[src/rtl/dtg_pkg.sv]
package dtg_pkg;
  localparam int NSLOT = 3;
  localparam logic [1:0] ROLE_ACT = 2'b01;
  localparam logic [1:0] ROLE_SBY = 2'b10;
  localparam logic [1:0] ROLE_REP = 2'b11;
  localparam logic [5:0] ROLES_RST = {ROLE_SBY, ROLE_ACT, ROLE_ACT};

  typedef enum logic {MODE_PAIR = 1'b0, MODE_VOTE = 1'b1} mode_t;

  // Weighted sum of role codes: a swap or a corrupted code changes it.
  function automatic logic [3:0] role_sum(input logic [5:0] r);
    logic [3:0] s;
    s = {2'b00, r[1:0]} + {1'b0, r[3:2], 1'b0} + {2'b00, r[5:4]} + {1'b0, r[5:4], 1'b0};
    return s;
  endfunction
endpackage

[src/rtl/dtg_pair_cmp.sv]
module dtg_pair_cmp #(
  parameter int DW = 8
) (
  input  logic [3*DW-1:0] data,
  output logic [2:0]      eq
);
  // eq[0]: slots 0/1, eq[1]: slots 0/2, eq[2]: slots 1/2
  for (genvar k = 0; k < 3; k++) begin : g_pair
    localparam int SA = (k == 2) ? 1 : 0;
    localparam int SB = (k == 0) ? 1 : 2;
    assign eq[k] = (data[SA*DW +: DW] == data[SB*DW +: DW]);
  end
endmodule

[src/rtl/dtg_role_table.sv]
module dtg_role_table
  import dtg_pkg::*;
(
  input  logic       clk,
  input  logic       rst_n,
  input  logic       wr_en,
  input  logic [5:0] wr_roles,
  output logic [5:0] roles,
  output logic       self_err
);
  logic [5:0] roles_q, roles_n;
  logic [3:0] ref_q, ref_n;
  logic       err_q, err_n;
  logic [2:0] act;

  always_comb begin
    roles_n = roles_q;
    ref_n   = ref_q;
    if (wr_en) begin
      roles_n = wr_roles;
      ref_n   = role_sum(wr_roles);
    end
    err_n = (role_sum(roles_q) != ref_q);
  end

  always_ff @(posedge clk or negedge rst_n) begin
    if (!rst_n) begin
      roles_q <= ROLES_RST;
      ref_q   <= role_sum(ROLES_RST);
      err_q   <= 1'b0;
    end else begin
      roles_q <= roles_n;
      ref_q   <= ref_n;
      err_q   <= err_n;
    end
  end

  assign roles    = roles_q;
  assign self_err = err_q;

  for (genvar i = 0; i < NSLOT; i++) begin : g_act
    assign act[i] = (roles_q[2*i +: 2] == ROLE_ACT);
  end

  a_r11_two_in_service: assert property (@(posedge clk) disable iff (!rst_n)
    $countones(act) == 2);
  a_r9_no_illegal_code: assert property (@(posedge clk) disable iff (!rst_n)
    (roles_q[1:0] != 2'b00) && (roles_q[3:2] != 2'b00) && (roles_q[5:4] != 2'b00));
endmodule

[src/rtl/dup_tmr_guard.sv]
module dup_tmr_guard
  import dtg_pkg::*;
#(
  parameter int DW = 8
) (
  input  logic            clk,
  input  logic            rst_n,
  input  logic [2:0]      u_vld,
  input  logic [3*DW-1:0] u_data,
  input  logic            rep_done,
  output logic            out_vld,
  output logic [DW-1:0]   out_data,
  output logic [1:0]      fault_id,
  output logic            rep_req,
  output logic            unresolved,
  output logic            self_err,
  output logic [5:0]      roles
);
  mode_t         mode_q, mode_n;
  logic          vld_q, vld_n, rq_q, rq_n, un_q, un_n;
  logic [DW-1:0] data_q, data_n;
  logic [1:0]    fid_q, fid_n;
  logic          wr_en;
  logic [5:0]    wr_roles;
  logic [2:0]    eq;
  logic [DW-1:0] d [0:2];
  logic [2:0]    act;
  logic [1:0]    spare, a0, a1, odd;
  logic [1:0]    spare_role;
  logic          pair_fire, pair_eq;

  for (genvar i = 0; i < NSLOT; i++) begin : g_slot
    assign d[i]   = u_data[i*DW +: DW];
    assign act[i] = (roles[2*i +: 2] == ROLE_ACT);
  end

  dtg_pair_cmp #(.DW(DW)) u_cmp (.data(u_data), .eq(eq));

  dtg_role_table u_roles (
    .clk(clk), .rst_n(rst_n), .wr_en(wr_en), .wr_roles(wr_roles),
    .roles(roles), .self_err(self_err)
  );

  assign spare      = act[0] ? (act[1] ? 2'd2 : 2'd1) : 2'd0;
  assign a0         = (spare == 2'd0) ? 2'd1 : 2'd0;
  assign a1         = (spare == 2'd2) ? 2'd1 : 2'd2;
  assign spare_role = roles[{spare, 1'b0} +: 2];
  assign pair_fire  = u_vld[a0] & u_vld[a1];
  assign pair_eq    = eq[2'd2 - spare];
  assign odd        = eq[2] ? 2'd0 : (eq[1] ? 2'd1 : 2'd2);

  always_comb begin
    mode_n   = mode_q;
    vld_n    = 1'b0;
    data_n   = data_q;
    fid_n    = 2'd0;
    rq_n     = 1'b0;
    un_n     = 1'b0;
    wr_en    = 1'b0;
    wr_roles = roles;
    if (mode_q == MODE_PAIR) begin
      if (pair_fire) begin
        if (pair_eq) begin
          vld_n  = 1'b1;
          data_n = d[a0];
        end else if (spare_role == ROLE_SBY) begin
          mode_n = MODE_VOTE;
        end else begin
          un_n = 1'b1;
        end
      end
      if (rep_done && (spare_role == ROLE_REP)) begin
        wr_en = 1'b1;
        wr_roles[{spare, 1'b0} +: 2] = ROLE_SBY;
      end
    end else if (&u_vld) begin
      mode_n = MODE_PAIR;
      if (eq[0] && eq[1]) begin
        vld_n  = 1'b1;
        data_n = d[0];
      end else if (|eq) begin
        vld_n  = 1'b1;
        data_n = eq[2] ? d[1] : d[0];
        fid_n  = odd + 2'd1;
        rq_n   = 1'b1;
        wr_en  = 1'b1;
        wr_roles[{odd, 1'b0} +: 2] = ROLE_REP;
        if (odd != spare) wr_roles[{spare, 1'b0} +: 2] = ROLE_ACT;
      end else begin
        un_n = 1'b1;
      end
    end
  end

  always_ff @(posedge clk or negedge rst_n) begin
    if (!rst_n) begin
      mode_q <= MODE_PAIR;
      vld_q  <= 1'b0;
      fid_q  <= 2'd0;
      rq_q   <= 1'b0;
      un_q   <= 1'b0;
    end else begin
      mode_q <= mode_n;
      vld_q  <= vld_n;
      fid_q  <= fid_n;
      rq_q   <= rq_n;
      un_q   <= un_n;
    end
  end

  always_ff @(posedge clk or negedge rst_n) begin
    if (!rst_n)     data_q <= '0;
    else if (vld_n) data_q <= data_n;
  end

  assign out_vld    = vld_q;
  assign out_data   = data_q;
  assign fault_id   = fid_q;
  assign rep_req    = rq_q;
  assign unresolved = un_q;

  a_r2_agree_emits: assert property (@(posedge clk) disable iff (!rst_n)
    (mode_q == MODE_PAIR && pair_fire && pair_eq) |=> out_vld);
  a_r3_mismatch_drops: assert property (@(posedge clk) disable iff (!rst_n)
    (mode_q == MODE_PAIR && pair_fire && !pair_eq) |=> !out_vld);
  a_r4_request_names_slot: assert property (@(posedge clk) disable iff (!rst_n)
    rep_req |-> (fault_id != 2'd0) && out_vld);
  a_r6_flags_exclusive: assert property (@(posedge clk) disable iff (!rst_n)
    !(rep_req && unresolved) && !(unresolved && out_vld));
  a_r5_vote_returns: assert property (@(posedge clk) disable iff (!rst_n)
    (mode_q == MODE_VOTE && (&u_vld)) |=> (mode_q == MODE_PAIR));
endmodule

[config.mk]
export PLATFORM = sky130hd
export DESIGN_NAME = dup_tmr_guard
export DESIGN_NICKNAME = d
export VERILOG_FILES = /design/src/rtl/dtg_pkg.sv /design/src/rtl/dtg_pair_cmp.sv /design/src/rtl/dtg_role_table.sv /design/src/rtl/dup_tmr_guard.sv
export SDC_FILE = /design/constraint.sdc
export NUM_CORES = 1
export LEC_CHECK = 0
export ABC_AREA = 1
export BUFFER_PORTS_ARGS = -buffer_cell sky130_fd_sc_hd__buf_2
export CORE_ASPECT_RATIO = 2
export CORE_UTILIZATION = 50
export CTS_CLUSTER_SIZE = 20
export DETAILED_ROUTE_END_ITERATION = 12
export HOLD_SLACK_MARGIN = 0.06
export PLACE_DENSITY = 0.81
export REMOVE_ABC_BUFFERS = 1
export SYNTH_ARGS = -nofsm -noshare
export SYNTH_HDL_FRONTEND = slang
export SYNTH_SLANG_ARGS = --single-unit
[constraint.sdc]
create_clock -name clk -period 2.7 [get_ports clk]
set_input_delay 0.27 -clock clk [delete_from_list [all_inputs] [get_ports clk]]
set_output_delay 0.27 -clock clk [all_outputs]
set_load 0.01 [all_outputs]
* Word-level counts from Yosys, hierarchy flattened
Index checks and enable logic that the tools add are counted.
Cells by class: $add $sub $neg 10, $lt $le $gt $ge 4, eq/ne operators 12, shift-type cells 6, muxes and demuxes 58, bitwise logic cells 2, reductions and logical operators 8
Operators with widths (number):
- $mux W8 | 9
- $mux W6 | 6
- $mux W1 | 27
- $eq A8 B8 Y1 | 3
- $bwmux W6 | 3
- $mux W2 | 9
- $shiftx A2 B5 Y6 const A | 3
- $bmux W8 S2 | 1
- $shift A2 B5 Y6 const A | 2
- $neg A3 Y5 | 2
- $add A2 B3 Y4 | 2
- $add A4 B2 Y4 | 2
- $add A4 B3 Y4 | 2
- $bmux W1 S2 | 3
- $eq A2 B2 Y1 const B | 3
- $lt A2 B3 Y1 const B | 2
- $shiftx A6 B4 Y2 | 1
- $reduce_and A5 Y1 | 1
- $eq A2 B1 Y1 const B | 2
- $ne A4 B4 Y1 | 1
- $reduce_bool A2 Y1 | 2
- $ge A3 B3 Y1 const B | 1
- $lt A1 B3 Y1 const B | 1
- $ne A3 B1 Y1 const B | 1
- 10 further kinds | 11
Storage, ports and cells: bits in registers 25

* Depth between registers and ports, before layout
Gate-level depths: netlist of the first run.
word-level depth 15, gate-level depth with buffers 23, gate-level depth less buffers 23

* Hierarchy
A second synthesis of the first run with hierarchy kept.
Unflattened totals: cell total of the unflattened synthesis 425, area total of the unflattened synthesis 2531.2 um^2
Modules (own cells, without submodules):
- dup_tmr_guard | times used 1, cells each 221, area an instance 1337.5 um^2, sequential area each 350.3 um^2
- dtg_role_table | times used 1, cells each 87, area an instance 754.5 um^2, sequential area each 281.5 um^2
- dtg_pair_cmp | times used 1, cells each 117, area an instance 439.2 um^2, sequential area each 0.0 um^2

* Worst setup path after synthesis of the first run
OpenSTA, ideal clock, no wires.
path type register to register, from reg u_roles.roles_q[0] (netlist: u_roles.roles[0]), to reg u_roles.ref_q[1], arrival time 2.753 ns, data required time 2.617 ns, path slack -0.136 ns, cell stages (with the launch flop) 17, buffers on the path 0, clock period less this slack 2.836 ns, cells stage by stage dfstp_2 -> inv_1 -> nor2_1 -> inv_2 -> nor2_4 -> inv_1 -> o221ai_1 -> inv_1 -> nand3_1 -> inv_1 -> nand2_1 -> a21oi_1 -> a31oi_1 -> fa_1 -> inv_1 -> fa_1 -> o21ai_0
Between the ends: word-level cells in the longest chain between the ends 13, elaborated cells on any way between the ends 24, classes of those cells add/sub (4); eq/ne (3); shift (4); mux (12); reduce/logical (1)
Ends and longest elaborated chain:
- start: declaration | line dtg_role_table.sv:11 | logic [5:0] roles_q, roles_n;
- start signal: assignment | line dtg_role_table.sv:32 | roles_q <= roles_n;
- $eq A2 B1 Y1
- $mux W2 | line dup_tmr_guard.sv:44 | assign spare = act[0] ? (act[1] ? 2'd2 : 2'd1) : 2'd0;
- $neg A3 Y5 | line dup_tmr_guard.sv:74, dup_tmr_guard.sv:88
- $shiftx A2 B5 Y6 or $shift A2 B5 Y6 (tied branches) | line dup_tmr_guard.sv:88, dup_tmr_guard.sv:74
- $bwmux W6 | line dup_tmr_guard.sv:88 | if (odd != spare) wr_roles[{spare, 1'b0} +: 2] = ROLE_ACT;
- $mux W6 | line dup_tmr_guard.sv:88
- $mux W6 | line dup_tmr_guard.sv:81 | end else if (|eq) begin
- $mux W6 | line dup_tmr_guard.sv:78 | if (eq[0] && eq[1]) begin
- $mux W6 | line dup_tmr_guard.sv:76 | end else if (&u_vld) begin
- $mux W6 * | line dup_tmr_guard.sv:61 | if (mode_q == MODE_PAIR) begin
- named net u_roles.wr_roles[2] | line dtg_role_table.sv:7 | input logic [5:0] wr_roles,
- $add A2 B3 Y4 * | line dtg_pkg.sv:13 | s = {2'b00, r[1:0]} + {1'b0, r[3:2], 1'b0} + {2'b00, r[5:4]} + {1'b0, r[5:4], 1'b0};
- $add A4 B2 Y4 * | line dtg_pkg.sv:13
- $add A4 B3 Y4 * | line dtg_pkg.sv:13
- end signal: assignment | line dtg_role_table.sv:29 | ref_q <= role_sum(ROLES_RST);
- end signal: assignment | line dtg_role_table.sv:33 | ref_q <= ref_n;
- end: declaration | line dtg_role_table.sv:12 | logic [3:0] ref_q, ref_n;
The timed path passes the listed nets; every way through them passes the cells marked *. A chain may end at the register's enable or synchronous reset.

* Worst setup path after layout of the first run
from reg u_roles.roles_q[2] (netlist: u_roles.roles[2]), to reg u_roles.ref_q[3]
Between the ends: elaborated cells on any way between the ends 25, classes of those cells add/sub (4); eq/ne (3); shift (4); mux (13); reduce/logical (1)
RTL lines (line):
- $eq A2 B1 Y1
- $mux W2 (2 in a row) | dup_tmr_guard.sv:44
- $neg A3 Y5 | dup_tmr_guard.sv:74, dup_tmr_guard.sv:88
- $shiftx A2 B5 Y6 or $shift A2 B5 Y6 (tied branches) | dup_tmr_guard.sv:88, dup_tmr_guard.sv:74
- $bwmux W6 | dup_tmr_guard.sv:88
- $mux W6 | dup_tmr_guard.sv:88
- $mux W6 | dup_tmr_guard.sv:81
- $mux W6 | dup_tmr_guard.sv:78
- $mux W6 | dup_tmr_guard.sv:76
- $mux W6 * | dup_tmr_guard.sv:61
- named net u_roles.wr_roles[4] | dtg_role_table.sv:7
- $add A4 B2 Y4 | dtg_pkg.sv:13
- $add A4 B3 Y4 * | dtg_pkg.sv:13
Marks and branches as above.

==> results by group, run 1 <==
Outcome
  • Outcome: finished, violations left
  • Failing checks: negative setup slack

Routing
  • First DRT Iteration DRCs: 52
  • Via count: approximately 2600
  • Post-Route WL: ~7.1 mm
  • First-pass iteration count of the detailed router: 4
  • Routed len/inst: roughly 15 um
  • Vias per Instance: approximately 5.3
  • # DRC: 0
  • Post-DRT Antenna Nets: 0

Critical path
  • Flop-to-flop setup slack: -0.33 ns
  • Crit path to: u_roles.ref_q[3]
  • Crit path capture type: flop
  • RR Startpoint: u_roles.roles[2]
  • Crit path launch: u_roles.roles[2]
  • Reg2reg path depth: 18
  • WP data required: ~2.9 ns
  • Critical Path AT: 3.25 ns
  • CP Max Fanout: 3
  • Startpoint Class: flop
  • WS Path Type: reg -> reg
  • Worst r2r dst: u_roles.ref_q[3]

Logic synthesis
  • Post-Syn Area: around 0.0022 mm^2
  • Synth Register Bits: 25
  • Post-Synth XOR/XNOR Area: 8.19%
  • Post-Syn Instances: 311
  • Yosys warns: 0
  • Multiplexer share of the synthesized area: 0%
  • Largest family of logic cells by synthesized area: simple AND/OR/NAND/NOR gates
  • Avg Cell Area, Syn: around 7.2 um^2
  • Post-Synth Simple-Gate Area: 31.0%
  • Number of distinct library cells after synthesis: 35
  • Seq/Total Area, Yosys: around 28%
  • Synth Area in Adders: around 8.0%
  • Compound-cell area share of the yosys netlist: between 10% and 20%

Final layout
  • Synth-to-Final Area Change: 42.3%
  • Antenna Cells: 0
  • Nets: 467
  • Share of cells above drive strength 1: 42.9%
  • Non-Filler Instances: between 400 and 500
  • Layout Utilization: 73.6%

Die
  • Num rows: 34
  • # IOs: 50
  • Die ar.: around 0.0048 mm^2
  • DIE WIDTH: roughly 49 um
  • Area of the core: ~0.0043 mm^2
  • Initial core utilization: between 50% and 60%
  • Die Span Y: 96.8 um

Timing
  • Worst setup margin: -0.334 ns
  • Unrepaired setup endpoints after global routing: true
  • Fin Hold WS: 0.398 ns
  • Worst-Margin Slew: about 0.58 ns
  • Fmax: between 300 and 400 MHz
  • Final setup fails: 3
  • Relative slew slack: roughly three fifths
  • Clk_skew: ~0.013 ns
  • Max Slew Vio Count: 0
  • Period utilization: 112%
  • Hold Fails Final Rpt: 0
  • Fin crit period: about 3.0 ns

Pwr
  • Pwr dens: 467 mW/mm^2
  • Power Total: ~1.5 mW
  • Max VDD drop: around 440 uV
  • Leak Pwr: about 1.7 nW

Clock network
  • CTS tree: yes
  • Clk root buf: clkbuf_8
  • Clock Sink Count: 25
  • CTS Buffer Depth: 2
  • Worst skew pair latency: about 0.28 ns
  • Clk slew on worst S/H paths: 0.10 ns
  • Cts bufs inserted: 3
  • H-tree levels: 1

GRT
  • First-pass GRT wire length: roughly 11 mm
  • Total gr overflow: 0
  • Pin count of the biggest net entering global routing: 26
  • Total Routing Usage GR: a little under a third
  • Initial antenna violation count: 0
  • Vias in the first global route: 2631

Placement
  • DPL Wire Length: slightly above 5 mm
  • Pre-CTS setup slack: -0.251 ns
  • PortBufs: a little under 50
  • Routability Congestion: approximately 0.88
  • Placed cell count: roughly 460

Job
  • Maxcap violations: 0

Worst hold path
  • Hold crit path type: in -> reg
## how the worst min path moves through the flow
stage	cells past startpoint	to	start	slack, ns
floorplan	0	fault_id[0]	rst_n	-0.03
global placement	1	fault_id[1]	rst_n	0.28
detailed placement	1	fault_id[1]	rst_n	0.29
CTS	3	out_data[2]	u_data[2]	0.40
global route	3	out_data[2]	u_data[2]	0.42
finish	3	out_data[2]	u_data[2]	0.40
## final cells by class
class | count | area (um^2)
fillers | 342 | 1150
clock inverters | 1 | 8.76
clock buffers | 3 | 41.3
inverters | 43 | 164
well taps | 54 | 67.6
flip-flops and latches | 25 | 633
repair buffers | 116 | 762
multi-input cells | 236 | 1520
## cell families after synthesis
group / Yosys count
AND/OR/NAND/NOR: 144
AO/OA/AOI/OAI: 59
buffers and inverters: 50
flip-flops: 25
XOR/XNOR: 21
adder cells (fa/ha/maj): 12
## cell usage in the layout (no fill, tap or decap), drive strengths merged
| cell type | synthesis | final |
|---|---|---|
| a211o | 2 | 2 |
| dfrtp | 20 | 20 |
| a21oi | 16 | 16 |
| and2 | 1 | 1 |
| a31oi | 10 | 10 |
| nand3 | 12 | 12 |
| xnor2 | 18 | 18 |
| clkbuf | 4 | 3 |
| xor2 | 3 | 3 |
| a32o | 1 | 1 |
| nor3 | 3 | 3 |
| o21ai | 22 | 22 |
| o22ai | 4 | 4 |
| inv | 43 | 44 |
| dlygate4sd3 | 0 | 1 |
| ha | 8 | 8 |
| nor2 | 33 | 33 |
| nand4 | 4 | 4 |
| buf | 3 | 115 |
| nand2 | 91 | 91 |
| dfstp | 5 | 5 |
| o221ai | 1 | 1 |
| o21bai | 1 | 1 |
| fa | 4 | 4 |
| o211ai | 2 | 2 |
## registers in the layout, indices dropped and copies added, names as in the netlist
| register | flops |
|---|---|
| u_roles.ref_q | 4 |
| out_data | 8 |
| mode_q | 1 |
| unresolved | 1 |
| u_roles.self_err | 1 |
| u_roles.roles | 6 |
| rep_req | 1 |
| fault_id | 2 |
| out_vld | 1 |
## layer usage
layer  part of all wire, %  track usage, %  vias to the layer above
met5                     0               0                        -
met4                   7.7            16.9                        0
met3                   3.6            3.30                       50
met2                    56            63.3                       99
met1                    32            24.8                     1179
li1                      -               -                     1227
## cells in the mapped netlist
cell type / count / area, um^2
a211o_1: 2 / 17.5
a21oi_1: 16 / 80.1
a31oi_1: 10 / 62.6
a32o_1: 1 / 10.0
and2_1: 1 / 6.26
buf_1: 1 / 3.75
buf_2: 1 / 5.00
buf_6: 1 / 11.3
clkbuf_1: 4 / 15.0
dfrtp_1: 20 / 500
dfstp_2: 5 / 131
fa_1: 4 / 80.1
ha_1: 8 / 100
inv_1: 34 / 128
inv_2: 9 / 33.8
nand2_1: 77 / 289
nand2_2: 10 / 62.6
nand2_4: 4 / 45.0
nand3_1: 10 / 50.1
nand3_2: 2 / 20.0
nand4_1: 4 / 25.0
nor2_1: 23 / 86.3
nor2_2: 5 / 31.3
nor2_4: 5 / 56.3
nor3_1: 1 / 5.00
nor3_2: 2 / 20.0
o211ai_1: 2 / 15.0
o21ai_0: 19 / 95.1
o21ai_1: 1 / 5.00
o21ai_2: 2 / 17.5
o21bai_4: 1 / 18.8
o221ai_1: 1 / 8.76
o22ai_1: 4 / 25.0
xnor2_1: 18 / 158
xor2_1: 3 / 26.3
## where the power goes
part | switching [mW] | total, mW | internal, mW
logic | 0.406 | 0.752 | 0.346
clock network | 0.134 | 0.242 | 0.108
registers | 0.0407 | 0.497 | 0.456
## worst max-delay path: stages, from the launching register on
cell	delay (ns)
dfstp_2	0.60
inv_2	0.07
nor2_4	0.13
inv_2	0.07
nand3_1	0.12
nand2_2	0.10
nand2_4	0.08
nand2_4	0.06
nor3_1	0.36
a211o_1	0.19
fa_1	0.45
ha_1	0.31
nand2_1	0.07
inv_1	0.05
nand2_2	0.05
nand2_1	0.05
nand2_1	0.07
nand3_1	0.06
nand2_1	0.07
## per-stage QoR
step,TNS [ns],cell area [um^2]
2_1_floorplan,-0.716,2210
5_1_grt,-1.18,3190
6_report,-0.758,3190
4_1_cts,-0.392,3160
3_5_place_dp,-0.645,2910
3_3_place_gp,-0.450,2910
## what timing repair did
item | CTS | global route
pin swaps | 9 | 16
setup buffers | 17 | 3
hold endpoints to repair | 20 | 0
hold buffers | 1 | 0
endpoints found under the setup margin | 3 | 5
resized for setup | 23 | 9
Note: power is estimated with default switching activity, not from simulation.
==> run 2, diff against run 1 <==
--- a/config.mk
+++ b/config.mk
@@ -11,8 +11,8 @@
 export CORE_UTILIZATION = 50
 export CTS_CLUSTER_SIZE = 20
 export DETAILED_ROUTE_END_ITERATION = 12
-export HOLD_SLACK_MARGIN = 0.06
-export PLACE_DENSITY = 0.81
+export HOLD_SLACK_MARGIN = 0.12
+export PLACE_DENSITY = 0.77
 export REMOVE_ABC_BUFFERS = 1
 export SYNTH_ARGS = -nofsm -noshare
 export SYNTH_HDL_FRONTEND = slang
==> run 2 against run 1 <==
The flow still finishes with violations (negative setup slack). Combinational power is 12% lower. Non-clock buffer count decreased by 13. Power fell by 6.7%.
==> results by group, run 2 (synthesis results as in run 1) <==
Outcome
  • Outcome: finished, violations left
  • Failing checks: negative setup slack

Timing
  • Clk_skew: roughly 0.0037 ns
  • Setup TNS Final: -0.273 ns
  • Period utilization: 104%
  • Worst setup margin: -0.113 ns
  • Worst-Margin Slew: 0.591 ns
  • Fmax: roughly 360 MHz
  • Max Slew Vio Count: 0
  • Hold Fails Final Rpt: 0
  • Final setup fails: 3
  • Fin Hold WS: approximately 0.42 ns
  • Relative slew slack: around three fifths
  • Fin crit period: around 2.8 ns
  • Unrepaired setup endpoints after global routing: true

Critical path
  • WS Path Type: reg -> reg
  • Startpoint Class: flop
  • Crit path capture type: flop
  • Critical Path Max Stage Delay: between 0.5 and 0.6 ns
  • CP max stage cell: dfstp_2
  • Crit path cell chain: inv_2 -> nor2_4 -> inv_2 -> nor2_4 -> inv_2 -> o221ai_2 -> inv_1 -> nand3_2 -> inv_2 -> nand2_2 -> a21oi_2 -> a31oi_2 -> fa_1 -> ha_1 -> nand2_1 -> inv_1 -> nand2_2 -> nand2_1 -> nand2_1 -> nand3_1 -> nand2_1
  • WP data required: between 2 and 3 ns
  • CP Max Fanout: 4
  • Critical Path AT: 3.03 ns

Routing
  • Routed len/inst: 12.9 um
  • # DRC: 0
  • Via count: roughly 2400
  • Post-Route WL: 6.01 mm
  • First DRT Iteration DRCs: 41
  • Vias per Instance: 5.26
  • Post-DRT Antenna Nets: 0
  • First-pass iteration count of the detailed router: 4

Pwr
  • Max VDD drop: 304 uV
  • Pwr dens: between 400 and 500 mW/mm^2
  • Leak Pwr: ~1.7 nW

Clock network
  • CTS tree: yes
  • CTS Buffer Depth: 2
  • Clk slew on worst S/H paths: about 0.09 ns
  • Cts bufs inserted: 3
  • H-tree levels: 1
  • Worst skew pair latency: 0.27 ns
  • Clk root buf: clkbuf_8
  • Clock Sink Count: 25

Placement
  • Routability Congestion: 0.890
  • DPL Wire Length: about 4.8 mm
  • PortBufs: 49

Final layout
  • Most common cell after layout, fill and taps aside: nand2_1
  • Share of cells above drive strength 1: 40.9%
  • Antenna Cells: 0
  • Synth-to-Final Area Change: 35.3%
  • Max FFs per register: 8
  • Most frequent cells in the layout: nand2_1, buf_4, buf_2
  • Nets: between 400 and 500

Job
  • Maxcap violations: 0

Die
  • Initial core utilization: approximately half
  • # IOs: 50
  • DIE WIDTH: between 40 and 50 um
  • Area of the core: around 0.0043 mm^2
  • Die ar.: around 0.0048 mm^2
  • Die Span Y: 96.8 um
  • Num rows: 34

GRT
  • Pin count of the biggest net entering global routing: 26
  • Initial antenna violation count: 0
  • Total Routing Usage GR: 26.9%
  • First-pass GRT wire length: 9.99 mm
  • Total gr overflow: 0
  • Vias in the first global route: roughly 2400

Worst hold path
  • Hold crit path type: in -> reg
## run 2: through the flow
stage          power, mW  setup slack, ns  area, um^2  util [%]  instances
5_1_grt             1.49           -0.275        3040      70.0        465
6_report            1.39           -0.113        3040      70.0        465
3_5_place_dp        1.11           -0.227        2860      65.9        452
2_1_floorplan      0.859           -0.242        2210         -        304
3_3_place_gp        1.09           -0.186        2860      65.9        452
4_1_cts             1.39          -0.0842        3000      69.1        463
## run 2: final timing paths
path,startpoint,to,slack [ns],cells past startpoint
min,u_data[14],out_data[6],0.42,5
max in group asynchronous,rst_n,u_roles.self_err,1.78,2
min in group asynchronous,rst_n,fault_id[1],0.52,2
max,u_roles.roles[2],u_roles.ref_q[3],-0.11,21
max reg2reg,u_roles.roles[2],u_roles.ref_q[3],-0.11,21
min reg2reg,u_roles.ref_q[0],u_roles.ref_q[0],0.48,2
## run 2: timing repair
action / 4_1_cts / 5_1_grt
resized for setup: 16 / 6
buffers inserted: 6 / 2
hold buffers: 1 / 0
pin swaps: 9 / 4
endpoints found under the hold margin: 20 / 0
setup endpoints to repair: 3 / 3
## run 2: layout make-up
| cell class | count | area [um^2] |
|---|---|---|
| inverters | 43 | 161 |
| multi-input cells | 236 | 1480 |
| clock buffers | 4 | 45.0 |
| fillers | 387 | 1300 |
| flip-flops and latches | 25 | 632 |
| well taps | 54 | 67.6 |
| repair buffers | 103 | 657 |
## run 2: worst max-delay path, delay by kind of cell (launching register included)
family                   cells  cell delay (ns)
AO/OA/AOI/OAI                3             0.34
adder cells (fa/ha/maj)      2             0.78
buffers and inverters        6             0.35
flip-flops                   1             0.57
AND/OR/NAND/NOR             10             0.70
## run 2: report_power, final
group / switching (mW) / total (mW) / internal (mW)
Clock: 0.122 / 0.228 / 0.106
Sequential: 0.0427 / 0.499 / 0.456
Combinational: 0.363 / 0.665 / 0.303
Total: 0.527 / 1.39 / 0.865
## run 2: layer usage
metal  part of all wire, %  GRT usage (%)  wire length [um]
met2                    59           54.4              3560
met1                    35           24.3              2080
met5                     0              0                 0
met4                   4.0           15.6               242
met3                   2.1           1.57               126
